--- src/rtl/nic_host_pkg.sv ---
package nic_host_pkg;
  localparam int DATA_W = 16;

  typedef enum logic [2:0] {
    IDX_TX_WC  = 3'd0,
    IDX_TX_BUF = 3'd1,
    IDX_TX_CSR = 3'd2,
    IDX_TX_DLY = 3'd3,
    IDX_RX_WC  = 3'd4,
    IDX_RX_BUF = 3'd5,
    IDX_RX_CSR = 3'd6,
    IDX_NODE   = 3'd7
  } reg_idx_e;

  // control/status bit positions shared by both channels
  localparam int CSR_ERR  = 15;
  localparam int CSR_DONE = 7;
  localparam int CSR_IE   = 6;
  localparam int CSR_PROM = 1;
  localparam int CSR_GO   = 0;

  typedef enum logic [1:0] {
    SRC_NONE = 2'd0,
    SRC_COL  = 2'd1,
    SRC_TX   = 2'd2,
    SRC_RX   = 2'd3
  } irq_src_e;

  localparam int VOFF_TX  = 0;
  localparam int VOFF_RX  = 4;
  localparam int VOFF_COL = 8;
endpackage

--- src/rtl/hostwin_decode.sv ---
module hostwin_decode
  import nic_host_pkg::*;
#(
  parameter int          ADDR_W = 18,
  parameter int          SEL_W  = 9,
  parameter logic [17:0] WIN_LO = 18'o760000
) (
  input  logic [ADDR_W-1:0] addr,
  input  logic              wr,
  input  logic              rd,
  input  logic [SEL_W-1:0]  base_sel,
  output reg_idx_e          idx,
  output logic [7:0]        wr_sel,
  output logic              rd_hit,
  output logic              acc_hit
);
  localparam int STEP_SH = 4;

  logic [ADDR_W-1:0] base;
  logic              hit;

  assign base    = ADDR_W'(WIN_LO) + (ADDR_W'(base_sel) << STEP_SH);
  assign hit     = (addr[ADDR_W-1:STEP_SH] == base[ADDR_W-1:STEP_SH]) && !addr[0];
  assign idx     = reg_idx_e'(addr[STEP_SH-1:1]);
  assign rd_hit  = rd && hit;
  assign acc_hit = (rd || wr) && hit;

  for (genvar i = 0; i < 8; i++) begin : g_wsel
    assign wr_sel[i] = wr && hit && (addr[STEP_SH-1:1] == 3'(i));
  end
endmodule

--- src/rtl/chan_regs.sv ---
module chan_regs
  import nic_host_pkg::*;
#(
  parameter bit IS_RX  = 1'b0,
  parameter int RXWC_W = 10
) (
  input  logic              clk,
  input  logic              rst_n,
  input  logic [DATA_W-1:0] wdata,
  input  logic              wr_wc,
  input  logic              wr_buf,
  input  logic              wr_csr,
  input  logic              done_evt,
  input  logic              err_evt,
  input  logic              abort_evt,
  input  logic              step_evt,
  output logic [DATA_W-1:0] csr_rd,
  output logic [DATA_W-1:0] wc_q,
  output logic [DATA_W-1:0] buf_q,
  output logic              intr_evt
);
  localparam int WC_W = IS_RX ? RXWC_W : DATA_W;

  logic [WC_W-1:0] cnt;
  logic            go, ie, prom, done, err;

  always_ff @(posedge clk or negedge rst_n) begin
    if (!rst_n) begin
      cnt   <= '0;
      buf_q <= '0;
    end else begin
      if (wr_wc)       cnt <= wdata[WC_W-1:0];
      else if (step_evt) cnt <= cnt + 1'b1;
      if (wr_buf) buf_q <= wdata;
    end
  end

  always_ff @(posedge clk or negedge rst_n) begin
    if (!rst_n) begin
      go <= 1'b0; ie <= 1'b0; prom <= 1'b0; done <= 1'b0; err <= 1'b0;
    end else begin
      if (wr_csr) begin
        ie   <= wdata[CSR_IE];
        prom <= IS_RX & wdata[CSR_PROM];
        go   <= wdata[CSR_GO];
        if (wdata[CSR_GO]) begin
          done <= 1'b0;
          err  <= 1'b0;
        end
      end
      if (err_evt)   err <= 1'b1;
      if (abort_evt) go  <= 1'b0;
      if (done_evt) begin
        done <= 1'b1;
        go   <= 1'b0;
      end
    end
  end

  assign intr_evt = done_evt && ie && !done;

  always_comb begin
    csr_rd           = '0;
    csr_rd[CSR_ERR]  = err;
    csr_rd[CSR_DONE] = done;
    csr_rd[CSR_IE]   = ie;
    csr_rd[CSR_PROM] = prom;
    csr_rd[CSR_GO]   = go;
  end

  if (WC_W < DATA_W) begin : g_wc_ext
    assign wc_q = {{(DATA_W-WC_W){1'b0}}, cnt};
  end else begin : g_wc_full
    assign wc_q = cnt;
  end

  // a done event leaves done set and enable cleared
  p_done_stops_r6: assert property (@(posedge clk) disable iff (!rst_n)
    done_evt |=> (csr_rd[CSR_DONE] && !csr_rd[CSR_GO]));

  // residual count advances by one per stored word
  p_wc_step_r4: assert property (@(posedge clk) disable iff (!rst_n)
    (step_evt && !wr_wc) |=> (cnt == $past(cnt) + 1'b1));
endmodule

--- src/rtl/irq_arb.sv ---
module irq_arb
  import nic_host_pkg::*;
#(
  parameter int             VEC_W    = 9,
  parameter logic [VEC_W-1:0] VEC_BASE = 9'o400
) (
  input  logic             clk,
  input  logic             rst_n,
  input  logic             set_col,
  input  logic             set_tx,
  input  logic             set_rx,
  input  logic             ack,
  output logic             req,
  output logic [VEC_W-1:0] vec
);
  logic     pend_col, pend_tx, pend_rx;
  irq_src_e sel;

  always_comb begin
    if (pend_col)     sel = SRC_COL;
    else if (pend_tx) sel = SRC_TX;
    else if (pend_rx) sel = SRC_RX;
    else              sel = SRC_NONE;
  end

  always_ff @(posedge clk or negedge rst_n) begin
    if (!rst_n) begin
      pend_col <= 1'b0; pend_tx <= 1'b0; pend_rx <= 1'b0;
    end else begin
      pend_col <= (pend_col && !(ack && sel == SRC_COL)) || set_col;
      pend_tx  <= (pend_tx  && !(ack && sel == SRC_TX))  || set_tx;
      pend_rx  <= (pend_rx  && !(ack && sel == SRC_RX))  || set_rx;
    end
  end

  assign req = pend_col || pend_tx || pend_rx;

  always_comb begin
    case (sel)
      SRC_COL: vec = VEC_BASE + VEC_W'(VOFF_COL);
      SRC_TX:  vec = VEC_BASE + VEC_W'(VOFF_TX);
      SRC_RX:  vec = VEC_BASE + VEC_W'(VOFF_RX);
      default: vec = '0;
    endcase
  end

  // a raised request always shows one of the three vectors
  p_vec_legal_r9: assert property (@(posedge clk) disable iff (!rst_n)
    req |-> (vec == VEC_BASE || vec == VEC_BASE + VEC_W'(VOFF_RX) ||
             vec == VEC_BASE + VEC_W'(VOFF_COL)));

  // without an acknowledge a request is never dropped
  p_req_hold_r10: assert property (@(posedge clk) disable iff (!rst_n)
    (req && !ack) |=> req);

  // acknowledging the collision retires it unless a new one arrives
  p_col_retire_r10: assert property (@(posedge clk) disable iff (!rst_n)
    (ack && pend_col && !set_col) |=> !pend_col);
endmodule

--- src/rtl/nic_host_regs.sv ---
module nic_host_regs
  import nic_host_pkg::*;
#(
  parameter int               ADDR_W   = 18,
  parameter int               SEL_W    = 9,
  parameter int               NODE_W   = 8,
  parameter int               RXWC_W   = 10,
  parameter int               VEC_W    = 9,
  parameter logic [17:0]      WIN_LO   = 18'o760000,
  parameter logic [VEC_W-1:0] VEC_BASE = 9'o400
) (
  input  logic              clk,
  input  logic              rst_n,
  input  logic [ADDR_W-1:0] host_addr,
  input  logic              host_wr,
  input  logic              host_rd,
  input  logic [DATA_W-1:0] host_wdata,
  output logic [DATA_W-1:0] host_rdata,
  output logic              host_ack,
  input  logic [SEL_W-1:0]  strap_base,
  input  logic [NODE_W-1:0] strap_node,
  output logic              irq_req,
  input  logic              irq_ack,
  output logic [VEC_W-1:0]  irq_vec,
  output logic [DATA_W-1:0] tx_wc,
  output logic [DATA_W-1:0] tx_buf,
  output logic [DATA_W-1:0] tx_delay,
  output logic              tx_go,
  input  logic              tx_done_evt,
  input  logic              tx_err_evt,
  input  logic              tx_col_evt,
  output logic [RXWC_W-1:0] rx_wc,
  output logic [DATA_W-1:0] rx_buf,
  output logic              rx_go,
  output logic              rx_promisc,
  input  logic              rx_done_evt,
  input  logic              rx_err_evt,
  input  logic              rx_word_evt
);
  reg_idx_e          idx;
  logic [7:0]        wr_sel;
  logic              rd_hit, acc_hit;
  logic [DATA_W-1:0] tx_csr, rx_csr, rx_wc16, rd_mux;
  logic              tx_intr, rx_intr;

  hostwin_decode #(.ADDR_W(ADDR_W), .SEL_W(SEL_W), .WIN_LO(WIN_LO)) u_dec (
    .addr(host_addr), .wr(host_wr), .rd(host_rd), .base_sel(strap_base),
    .idx(idx), .wr_sel(wr_sel), .rd_hit(rd_hit), .acc_hit(acc_hit)
  );

  chan_regs #(.IS_RX(1'b0), .RXWC_W(RXWC_W)) u_tx (
    .clk(clk), .rst_n(rst_n), .wdata(host_wdata),
    .wr_wc(wr_sel[IDX_TX_WC]), .wr_buf(wr_sel[IDX_TX_BUF]), .wr_csr(wr_sel[IDX_TX_CSR]),
    .done_evt(tx_done_evt), .err_evt(tx_err_evt || tx_col_evt),
    .abort_evt(tx_col_evt), .step_evt(1'b0),
    .csr_rd(tx_csr), .wc_q(tx_wc), .buf_q(tx_buf), .intr_evt(tx_intr)
  );

  chan_regs #(.IS_RX(1'b1), .RXWC_W(RXWC_W)) u_rx (
    .clk(clk), .rst_n(rst_n), .wdata(host_wdata),
    .wr_wc(wr_sel[IDX_RX_WC]), .wr_buf(wr_sel[IDX_RX_BUF]), .wr_csr(wr_sel[IDX_RX_CSR]),
    .done_evt(rx_done_evt), .err_evt(rx_err_evt),
    .abort_evt(1'b0), .step_evt(rx_word_evt),
    .csr_rd(rx_csr), .wc_q(rx_wc16), .buf_q(rx_buf), .intr_evt(rx_intr)
  );

  irq_arb #(.VEC_W(VEC_W), .VEC_BASE(VEC_BASE)) u_irq (
    .clk(clk), .rst_n(rst_n), .set_col(tx_col_evt), .set_tx(tx_intr),
    .set_rx(rx_intr), .ack(irq_ack), .req(irq_req), .vec(irq_vec)
  );

  always_ff @(posedge clk or negedge rst_n) begin
    if (!rst_n) tx_delay <= '0;
    else if (wr_sel[IDX_TX_DLY]) tx_delay <= host_wdata;
  end

  assign tx_go      = tx_csr[CSR_GO];
  assign rx_go      = rx_csr[CSR_GO];
  assign rx_promisc = rx_csr[CSR_PROM];
  assign rx_wc      = rx_wc16[RXWC_W-1:0];

  always_comb begin
    case (idx)
      IDX_TX_CSR: rd_mux = tx_csr;
      IDX_RX_CSR: rd_mux = rx_csr;
      IDX_RX_WC:  rd_mux = rx_wc16;
      IDX_NODE:   rd_mux = {{(DATA_W-NODE_W){1'b0}}, ~strap_node};
      default:    rd_mux = '0;
    endcase
  end

  always_ff @(posedge clk or negedge rst_n) begin
    if (!rst_n) begin
      host_ack   <= 1'b0;
      host_rdata <= '0;
    end else begin
      host_ack   <= acc_hit;
      host_rdata <= rd_hit ? rd_mux : '0;
    end
  end

  // an acknowledge only follows a strobe that hit the window
  p_ack_follows_hit_r1: assert property (@(posedge clk) disable iff (!rst_n)
    host_ack |-> $past(acc_hit));

  // a hitting strobe is always answered next cycle
  p_hit_answered_r1: assert property (@(posedge clk) disable iff (!rst_n)
    acc_hit |=> host_ack);

  // a collision stops the transmitter
  p_col_stops_r7: assert property (@(posedge clk) disable iff (!rst_n)
    tx_col_evt |=> (!tx_go && irq_req));
endmodule

--- config.mk ---
export PLATFORM = sky130hd
export DESIGN_NAME = nic_host_regs
export DESIGN_NICKNAME = d
export VERILOG_FILES = /design/src/rtl/nic_host_pkg.sv /design/src/rtl/hostwin_decode.sv /design/src/rtl/chan_regs.sv /design/src/rtl/irq_arb.sv /design/src/rtl/nic_host_regs.sv
export SDC_FILE = /design/constraint.sdc
export NUM_CORES = 1
export LEC_CHECK = 0
export BUFFER_PORTS_ARGS = -buffer_cell sky130_fd_sc_hd__buf_2
export CAP_MARGIN = 30
export CORE_ASPECT_RATIO = 1.75
export CORE_MARGIN = 2
export CORE_UTILIZATION = 25
export DETAILED_ROUTE_END_ITERATION = 8
export GPL_ROUTABILITY_DRIVEN = 0
export GPL_TIMING_DRIVEN = 0
export PLACE_DENSITY_LB_ADDON = 0.15
export SYNTH_ARGS = -nofsm -noshare
export SYNTH_HDL_FRONTEND = slang
export SYNTH_SLANG_ARGS = --single-unit
export TNS_END_PERCENT = 100
--- constraint.sdc ---
create_clock -name clk -period 1.2 [get_ports clk]
set_input_delay 0.18 -clock clk [delete_from_list [all_inputs] [get_ports clk]]
set_output_delay 0.18 -clock clk [all_outputs]
set_load 0.01 [all_outputs]
Word level (Yosys, flattened, before mapping)
Cells that the tools add are included.
{ "word_totals": {"register_bits": 103, "input_bits": 62, "wordCells": 102} }
{ "classes": {"n_addsub": 2, "eq_ne": 11, "mux": 20, "bitwise": 1, "n_reduce_logical": 49} }
{ "ops": {"columns": ["operator", "count"], "rows": [
  ["case mux 16 bit (4 select lines)", 1],
  ["case mux 9 bit (3 select lines)", 1],
  ["logical AND 1 bit", 21],
  ["2-to-1 mux 10 bit", 2],
  ["nonzero test 2 bit", 9],
  ["2-to-1 mux 16 bit", 1],
  ["adder 14 x 14 -> 15 bit, first input constant", 1],
  ["equality test 14 bit", 1],
  ["equality test 3 bit, second input constant", 4],
  ["2-to-1 mux 1 bit", 12],
  ["adder 10 x 1 -> 10 bit, second input constant", 1],
  ["NOT 8 bit", 1],
  ["AND reduction 2 bit", 4],
  ["logical OR 1 bit", 7],
  ["equality test 3 x 2 -> 1 bit, second input constant", 2],
  ["logical NOT 1 bit", 6],
  ["2-to-1 mux 2 bit", 3],
  ["equality test 2 bit, second input constant", 2],
  ["equality test 3 x 1 -> 1 bit, second input constant", 1],
  ["logical NOT 3 bit", 1],
  ["nonzero test 3 bit", 1],
  ["equality test 2 x 1 -> 1 bit, second input constant", 1]
]} }

Depth between registers and ports, before layout
Gate-level depths: netlist (run 1).
{ "depth": {"word_depth": 8, "ltp_mapped": 6} }

Cells and area by module
Synthesis (run 1) repeated with hierarchy kept, for this count alone.
{ "unflattened": {"hier_cells": 481, "area_unflattened_um2": 5367.6} }
{ "by_module_without_submodules": {"columns": ["module", "n_inst", "cells_each", "area_per_inst_um2", "seq_area_each_um2"], "rows": [
  ["chan_regs (u_tx)", 1, 161, 1793.0, 900.9],
  ["nic_host_regs", 1, 125, 1544.0, 825.8],
  ["chan_regs (u_rx)", 1, 132, 1512.7, 775.7],
  ["hostwin_decode", 1, 42, 327.8, 0.0],
  ["irq_arb", 1, 21, 190.2, 75.1]
]} }

Least setup slack after synthesis (run 1)
OpenSTA, ideal clock, no wires.
{ "synth_timing": {"kind": "input-to-reg", "startpoint": "input port strap_base[4]", "endpoint": "register tx_delay[0]", "setup_ps": 125, "arrival_time_ps": 1661, "t_required_ps": 1075, "slack_ps": -585, "path_stages": 5, "n_path_buf": 1, "cell_sequence": "xor2_1 nor4_4 nand4_2 buf_6 mux2_2"} }
{ "synth_via": {"elab_chain_len": 5} }
{ "synth_lines": {"columns": ["element", "line_no", "rtl"], "rows": [
  ["from (decl)", "nic_host_regs.sv:20", "input logic [SEL_W-1:0] strap_base,"],
  ["adder 14 x 14 -> 15 bit", "hostwin_decode.sv:22", "assign base = ADDR_W'(WIN_LO) + (ADDR_W'(base_sel) << STEP_SH);"],
  ["equality test 14 bit", "hostwin_decode.sv:23", "assign hit = (addr[ADDR_W-1:STEP_SH] == base[ADDR_W-1:STEP_SH]) && !addr[0];"],
  ["logical AND 1 bit", "hostwin_decode.sv:23", null],
  ["logical AND 1 bit (2 in a row)", "hostwin_decode.sv:29", "assign wr_sel[i] = wr && hit && (addr[STEP_SH-1:1] == 3'(i));"],
  ["to (signal assigned)", "nic_host_regs.sv:74", "else if (wr_sel[IDX_TX_DLY]) tx_delay <= host_wdata;"],
  ["to (decl)", "nic_host_regs.sv:27", "output logic [DATA_W-1:0] tx_delay,"]
]} }
No other way between the ends.
A chain may end at the register's enable or synchronous reset.

Worst setup path in the final report (run 1)
{ "layout_timing": {"startpoint": "register u_rx.cnt[0]", "endpoint": "register u_rx.cnt[6]"} }
{ "layout_via": {"elab_chain_len": 3} }
{ "layout_lines": {"columns": ["element", "line_no", "rtl"], "rows": [
  ["from (decl)", "chan_regs.sv:24", "logic [WC_W-1:0] cnt;"],
  ["from (signal assigned)", "chan_regs.sv:32", "if (wr_wc) cnt <= wdata[WC_W-1:0];"],
  ["from (signal assigned)", "chan_regs.sv:33", "else if (step_evt) cnt <= cnt + 1'b1;"],
  ["adder 10 x 1 -> 10 bit", "chan_regs.sv:33", null],
  ["2-to-1 mux 10 bit", "chan_regs.sv:33", null],
  ["2-to-1 mux 10 bit", "chan_regs.sv:32", null]
]} }
No other way between the ends. The select of a mux whose other input is x is not followed.

==> flow_metrics.py, run 1 <==
metrics = {
    "die": {
        "start_util_pct": 25.4,
        "ios": 166,
        "core_area_um2": 17400,
        "fp-row-count": 64,
        "die_h_um": 180,
        "dieArea_um2": 18800,
        "die_w_um": 104,
    },
    "route": {
        "first_pass_iters": 4,
        "drc_errors": 0,
        "avgViaCountPerCell": 4.41,
        "dr.first_iter.drc_count": 96,
        "vias": 3475,
        "drtAntennaViolNets": 0,
        "routedWlPerCell_um": 17.3,
        "wirelength_um": 13700,
    },
    "timing": {
        "max_slew_margin_pct": 33.8,
        "rsz0062_at_grt": "yes",
        "finalHoldViolCount": 0,
        "fin_skew_ns": 0.00577,
        "fmaxAchievable_mhz": 682,
        "final_max_slew_viol_count": 0,
        "fin_hold_ws_ns": 0.0750,
        "tightest_slew_ns": 0.993,
        "period_minus_slack_ns": 1.47,
        "setup_ws_ns": -0.267,
        "post-route-period-util_pct": 122,
        "finalSetupTns_ns": -12.52,
        "setup-violations-final": 86,
    },
    "setup_path": {
        "cpLargestDelayFamily": "flip-flops",
        "path_class": "register to register",
        "endpoint_kind": "register",
        "r2r-end": "u_rx.cnt[6]",
        "ff2ff_setup_slack_ns": -0.27,
        "ff2ff_path_depth": 5,
        "critPathMaxStageDelay_ns": 0.39,
        "r2r_start": "u_rx.cnt[0]",
        "cp_slowest_cell": "dfrtp_1",
        "path_cells": "ha_2 -> and4_4 -> nand3_4 -> xnor2_2 -> mux2_4",
        "crit_buf_inv": 0,
        "crit_arrival_ns": 1.69,
        "crit_fanout": 3,
        "crit_required_ns": 1.43,
        "critPathLaunchType": "register",
    },
    "synth": {
        "synth_edf_count": 0,
        "synthTopCellsByArea": "dfrtp_1 (56%), mux2_2 (20%), xor2_1 (2.8%)",
        "synth_top_area_share_pct": 55.6,
        "async_reset_ff_share_pct": 100,
        "yosysSeqAreaShare_pct": 55.6,
        "synth-main-ff-cell": "dfrtp_1",
        "synth.top_cells.by_count": "dfrtp_1 (98), mux2_2 (78), nand2_1 (16)",
        "synth_warnings": 0,
        "synth.largest_area_cell": "dfrtp_1",
        "syn_area_um2": 4410,
        "ys_ff_latch": 98,
        "syn_area_per_cell_um2": 13.0,
        "synth_cell_type_count": 43,
        "synthCells": 339,
        "synth_most_common_cell": "dfrtp_1",
    },
    "global_route": {
        "grt_overflow": 0,
        "grt_pass1_vias": 3825,
        "grt_max_degree": 53,
        "grtUsageTotal_pct": 14.6,
        "antenna_found_initial": 1,
        "grt_pass1_wl_um": 21200,
    },
    "final_layout": {
        "nets": 615,
        "seq_area_um2": 2460,
        "drive_gt1_share_pct": 64.3,
        "fin_area_um2": 6860,
        "syn_to_final_growth_pct": 55.4,
        "nFillCells": 1744,
        "post-route-util_pct": 39.5,
        "multi_input_area_um2": 2340,
        "antenna_cells": 0,
    },
    "place": {
        "dpl.hpwl_um": 9820,
        "placed_area_um2": 5610,
        "port_buffers": 154,
    },
    "status": {
        "status": "finished, violations left",
        "violations": "setup timing",
    },
    "clocking": {
        "clkTransAtPathRegs_ns": 0.07,
        "cts_made_buffers": 9,
        "clock_latency_ns": 0.34,
        "cts_tree": "yes",
        "cts_max_level": 3,
        "cts_sinks": 98,
        "clk_path_buf_depth": 2,
        "cts_root_buf": "clkbuf_16",
    },
    "hold_path": {
        "hp-class": "input pin to register",
        "hold_depth": 2,
        "hold_path.startpoint": "tx_col_evt",
        "holdPathEnd": "u_irq.pend_col",
    },
    "power_and_ir_drop": {
        "power.total_uw": 8020,
        "leakage_uw": 0.00362,
        "p_per_area_nw_per_um2": 1170,
        "vdd_drop_max_uv": 628,
    },
    "flow_run": {
        "cap_violations": 0,
    },
}
cell type report:
class | count | area share [%]
Inverter | 4 | 0.219
Timing Repair Buffer | 192 | 18.6
Tap cell | 231 | 4.22
Sequential cell | 98 | 35.9
Clock buffer | 10 | 3.34
Buffer | 20 | 2.70
Multi-Input combinational cell | 227 | 34.2
Clock inverter | 6 | 0.876
layout by cell type, fill, tap and decap left out, drive strengths merged, types with 7 or more instances in the layout:
cell type  Yosys  layout
clkbuf         5      16
xor2          14      15
mux2          78      78
conb           1      11
nand4         11      11
nor2b          7       7
nand2         16      16
dfrtp         98      98
nor2          16      16
nor4          15      15
buf           16     205
state kept, by name (all words and copies together) (netlist names):
signal and flops:
u_rx.cnt 10, u_tx.wc_q 16, u_tx.done 1, u_tx.ie 1, u_tx.err 1, host_rdata 11, host_ack 1, tx_delay 16
u_rx.go 1, u_tx.buf_q 16, u_rx.ie 1, u_rx.buf_q 16, u_tx.go 1, u_irq.pend_col 1, u_rx.done 1, u_rx.err 1
u_irq.pend_tx 1, u_rx.prom 1, u_irq.pend_rx 1
where the power goes:
part	internal (uW)	switching (uW)	leakage, uW
clock network	1450	1350	0.000140
logic	793	768	0.00215
registers	3430	227	0.00133
total	5680	2340	0.00362
stage by stage:
| stage | instances | worst slack (ns) |
|---|---|---|
| 2_1_floorplan | 349 | -0.557 |
| 3_3_place_gp | 734 | -1.15 |
| 3_5_place_dp | 735 | -1.17 |
| 4_1_cts | 781 | -0.219 |
| 5_1_grt | 788 | -0.299 |
| 6_report | 788 | -0.267 |
kinds of logic (layout without fill, tap and decap cells):
logic type                 Yosys count  in the layout  share of synthesized area (%)
xor gates and xnor gates            18             19                           3.57
muxes                               82             82                           20.8
buffers and inverters               25            232                           3.77
other                                1             11                         0.0850
DFF                                 98             98                           55.6
adders and majority gates            1              1                          0.284
AOI/OAI and AO/OA                   23             23                           3.38
and+or+nand+nor                     91             91                           12.5
how the worst max path moves through the flow:
stage / to / from / cells past startpoint / slack (ns)
5_1_grt: u_rx.cnt[6] / u_rx.cnt[1] / 5 / -0.30
4_1_cts: u_rx.cnt[4] / u_rx.cnt[1] / 5 / -0.22
3_3_place_gp: u_tx.wc_q[1] / rst_n / 1 / -1.15
3_5_place_dp: tx_delay[7] / strap_base[3] / 6 / -1.17
6_report: u_rx.cnt[6] / u_rx.cnt[0] / 5 / -0.27
2_1_floorplan: tx_delay[0] / strap_base[3] / 5 / -0.56
routing by layer:
metal  global-route usage (%)  vias up  wire length, um
li1                         -     1614                -
met4                     4.81        2              232
met3                     3.44       15              603
met5                        0        -               16
met2                     28.3      101             7960
met1                     15.0     1743             4850
timing repair:
action / CTS / global route
buffers inserted: 29 / 7
gates resized for setup: 82 / 45
endpoints found under the hold margin: 46 / 0
hold buffers: 1 / 0
pin swaps: 23 / 15
setup endpoints to repair: 100 / 146
cloned: 1 / 2
Note: power is estimated with default switching activity, not from simulation.
==> run 2, diff against run 1 <==
Settings changed: SKIP_CTS_REPAIR_TIMING set to 1.
==> flow_metrics.py, run 2 (synthesis results as in run 1) <==
metrics = {
    "global_route": {
        "grt_max_degree": 53,
        "antenna_found_initial": 1,
        "grt_pass1_vias": 3551,
        "grt_pass1_wl_um": 19900,
        "grtUsageTotal_pct": 13.8,
        "grt_overflow": 0,
    },
    "place": {
        "dpl.hpwl_um": 9820,
        "port_buffers": 154,
        "dp.cells": 735,
        "placed_area_um2": 5610,
    },
    "clocking": {
        "clock_latency_ns": 0.34,
        "cts_tree": "yes",
        "cts_root_buf": "clkbuf_16",
        "clk_path_buf_depth": 2,
        "cts_sinks": 98,
        "cts_made_buffers": 9,
        "cts_max_level": 3,
        "clkTransAtPathRegs_ns": 0.07,
    },
    "timing": {
        "setup_ws_ns": -0.222,
        "period_minus_slack_ns": 1.42,
        "rsz0062_at_grt": "yes",
        "fmaxAchievable_mhz": 703,
        "max_slew_margin_pct": 41.5,
        "setup-violations-final": 86,
        "final_max_slew_viol_count": 0,
        "finalHoldViolCount": 46,
        "fin_hold_ws_ns": -0.150,
        "fin_skew_ns": 0.00564,
        "tightest_slew_ns": 0.877,
        "post-route-period-util_pct": 119,
        "finalSetupTns_ns": -13.69,
    },
    "final_layout": {
        "fin_area_um2": 6770,
        "antenna_cells": 0,
        "drive_gt1_share_pct": 64.6,
        "final_common_cell": "buf_2",
        "layout_common_cells": "buf_2 (147), dfrtp_1 (90), mux2_2 (71)",
        "nFillCells": 1751,
        "layout.cells.non_filler": 788,
        "nets": 615,
        "syn_to_final_growth_pct": 53.4,
    },
    "route": {
        "drc_errors": 0,
        "routedWlPerCell_um": 16.9,
        "drtAntennaViolNets": 0,
        "avgViaCountPerCell": 4.36,
        "vias": 3439,
        "wirelength_um": 13300,
        "dr.first_iter.drc_count": 88,
        "first_pass_iters": 4,
    },
    "flow_run": {
        "cap_violations": 0,
    },
    "setup_path": {
        "crit_arrival_ns": 1.65,
        "critPathLaunchType": "register",
        "crit_fanout": 4,
        "ff2ff_path_depth": 5,
        "path_class": "register to register",
        "ff2ff_setup_slack_ns": -0.22,
        "endpoint_kind": "register",
        "crit_required_ns": 1.43,
    },
    "die": {
        "core_area_um2": 17400,
        "die_h_um": 180,
        "dieArea_um2": 18800,
        "fp-row-count": 64,
        "die_w_um": 104,
        "ios": 166,
        "start_util_pct": 25.4,
    },
    "status": {
        "violations": "hold timing, setup timing",
        "status": "finished, violations left",
    },
    "power_and_ir_drop": {
        "leakage_uw": 0.00353,
        "p_per_area_nw_per_um2": 1180,
        "power.total_uw": 7950,
        "vdd_drop_max_uv": 626,
    },
    "hold_path": {
        "hp-class": "input pin to asynchronous set/reset pin",
    },
}
==> run 2: area by class of cell <==
type | instances | area, um^2 | share of cell area [%]
clock buffers | 10 | 229 | 3.38
inverters | 4 | 15.0 | 0.222
well taps | 231 | 289 | 4.27
repair buffers | 192 | 1250 | 18.5
multi-input cells | 226 | 2290 | 33.8
clock inverters | 6 | 60.1 | 0.888
flip-flops and latches | 98 | 2460 | 36.4
plain buffers | 21 | 176 | 2.61
==> run 2: critical path, cell delays in order (launching register included) <==
cell	delay (ns)
dfrtp_2	0.42
ha_4	0.15
and4_4	0.26
nand3_4	0.08
xnor2_2	0.15
mux2_4	0.25
==> run 2: report_power, final <==
group          switching [uW]  internal (uW)  total [uW]
Sequential                223           3440        3670
Clock                    1350           1450        2800
Combinational             712            772        1480
==> run 2: final timing paths <==
kind / to / startpoint
setup reg to reg: u_rx.cnt[8] / u_rx.cnt[0]
min in group clk: u_irq.pend_col / tx_col_evt
hold reg to reg: u_tx.wc_q[0] / u_tx.wc_q[0]
hold / removal: u_rx.buf_q[10] / rst_n
setup / recovery: u_rx.cnt[8] / u_rx.cnt[0]
max in group asynchronous: u_tx.buf_q[0] / rst_n
==> run 2: per-stage QoR <==
step	utilization [%]	hold slack [ns]	setup WS [ns]
finish	38.9	-0.150	-0.222
global route	38.9	-0.107	-0.300
CTS	34.0	-0.122	-0.793
detailed placement	32.3	0.262	-1.17
global placement	32.1	0.434	-1.15
floorplan	-	-0.116	-0.557
==> run 2: routing by layer <==
metal	vias to the layer above	GRT usage (%)	part of all wire, %
met1	1706	14.4	36
met3	17	3.44	4.6
met5	-	0	0.098
met4	2	4.59	1.6
li1	1614	-	-
met2	100	26.5	58
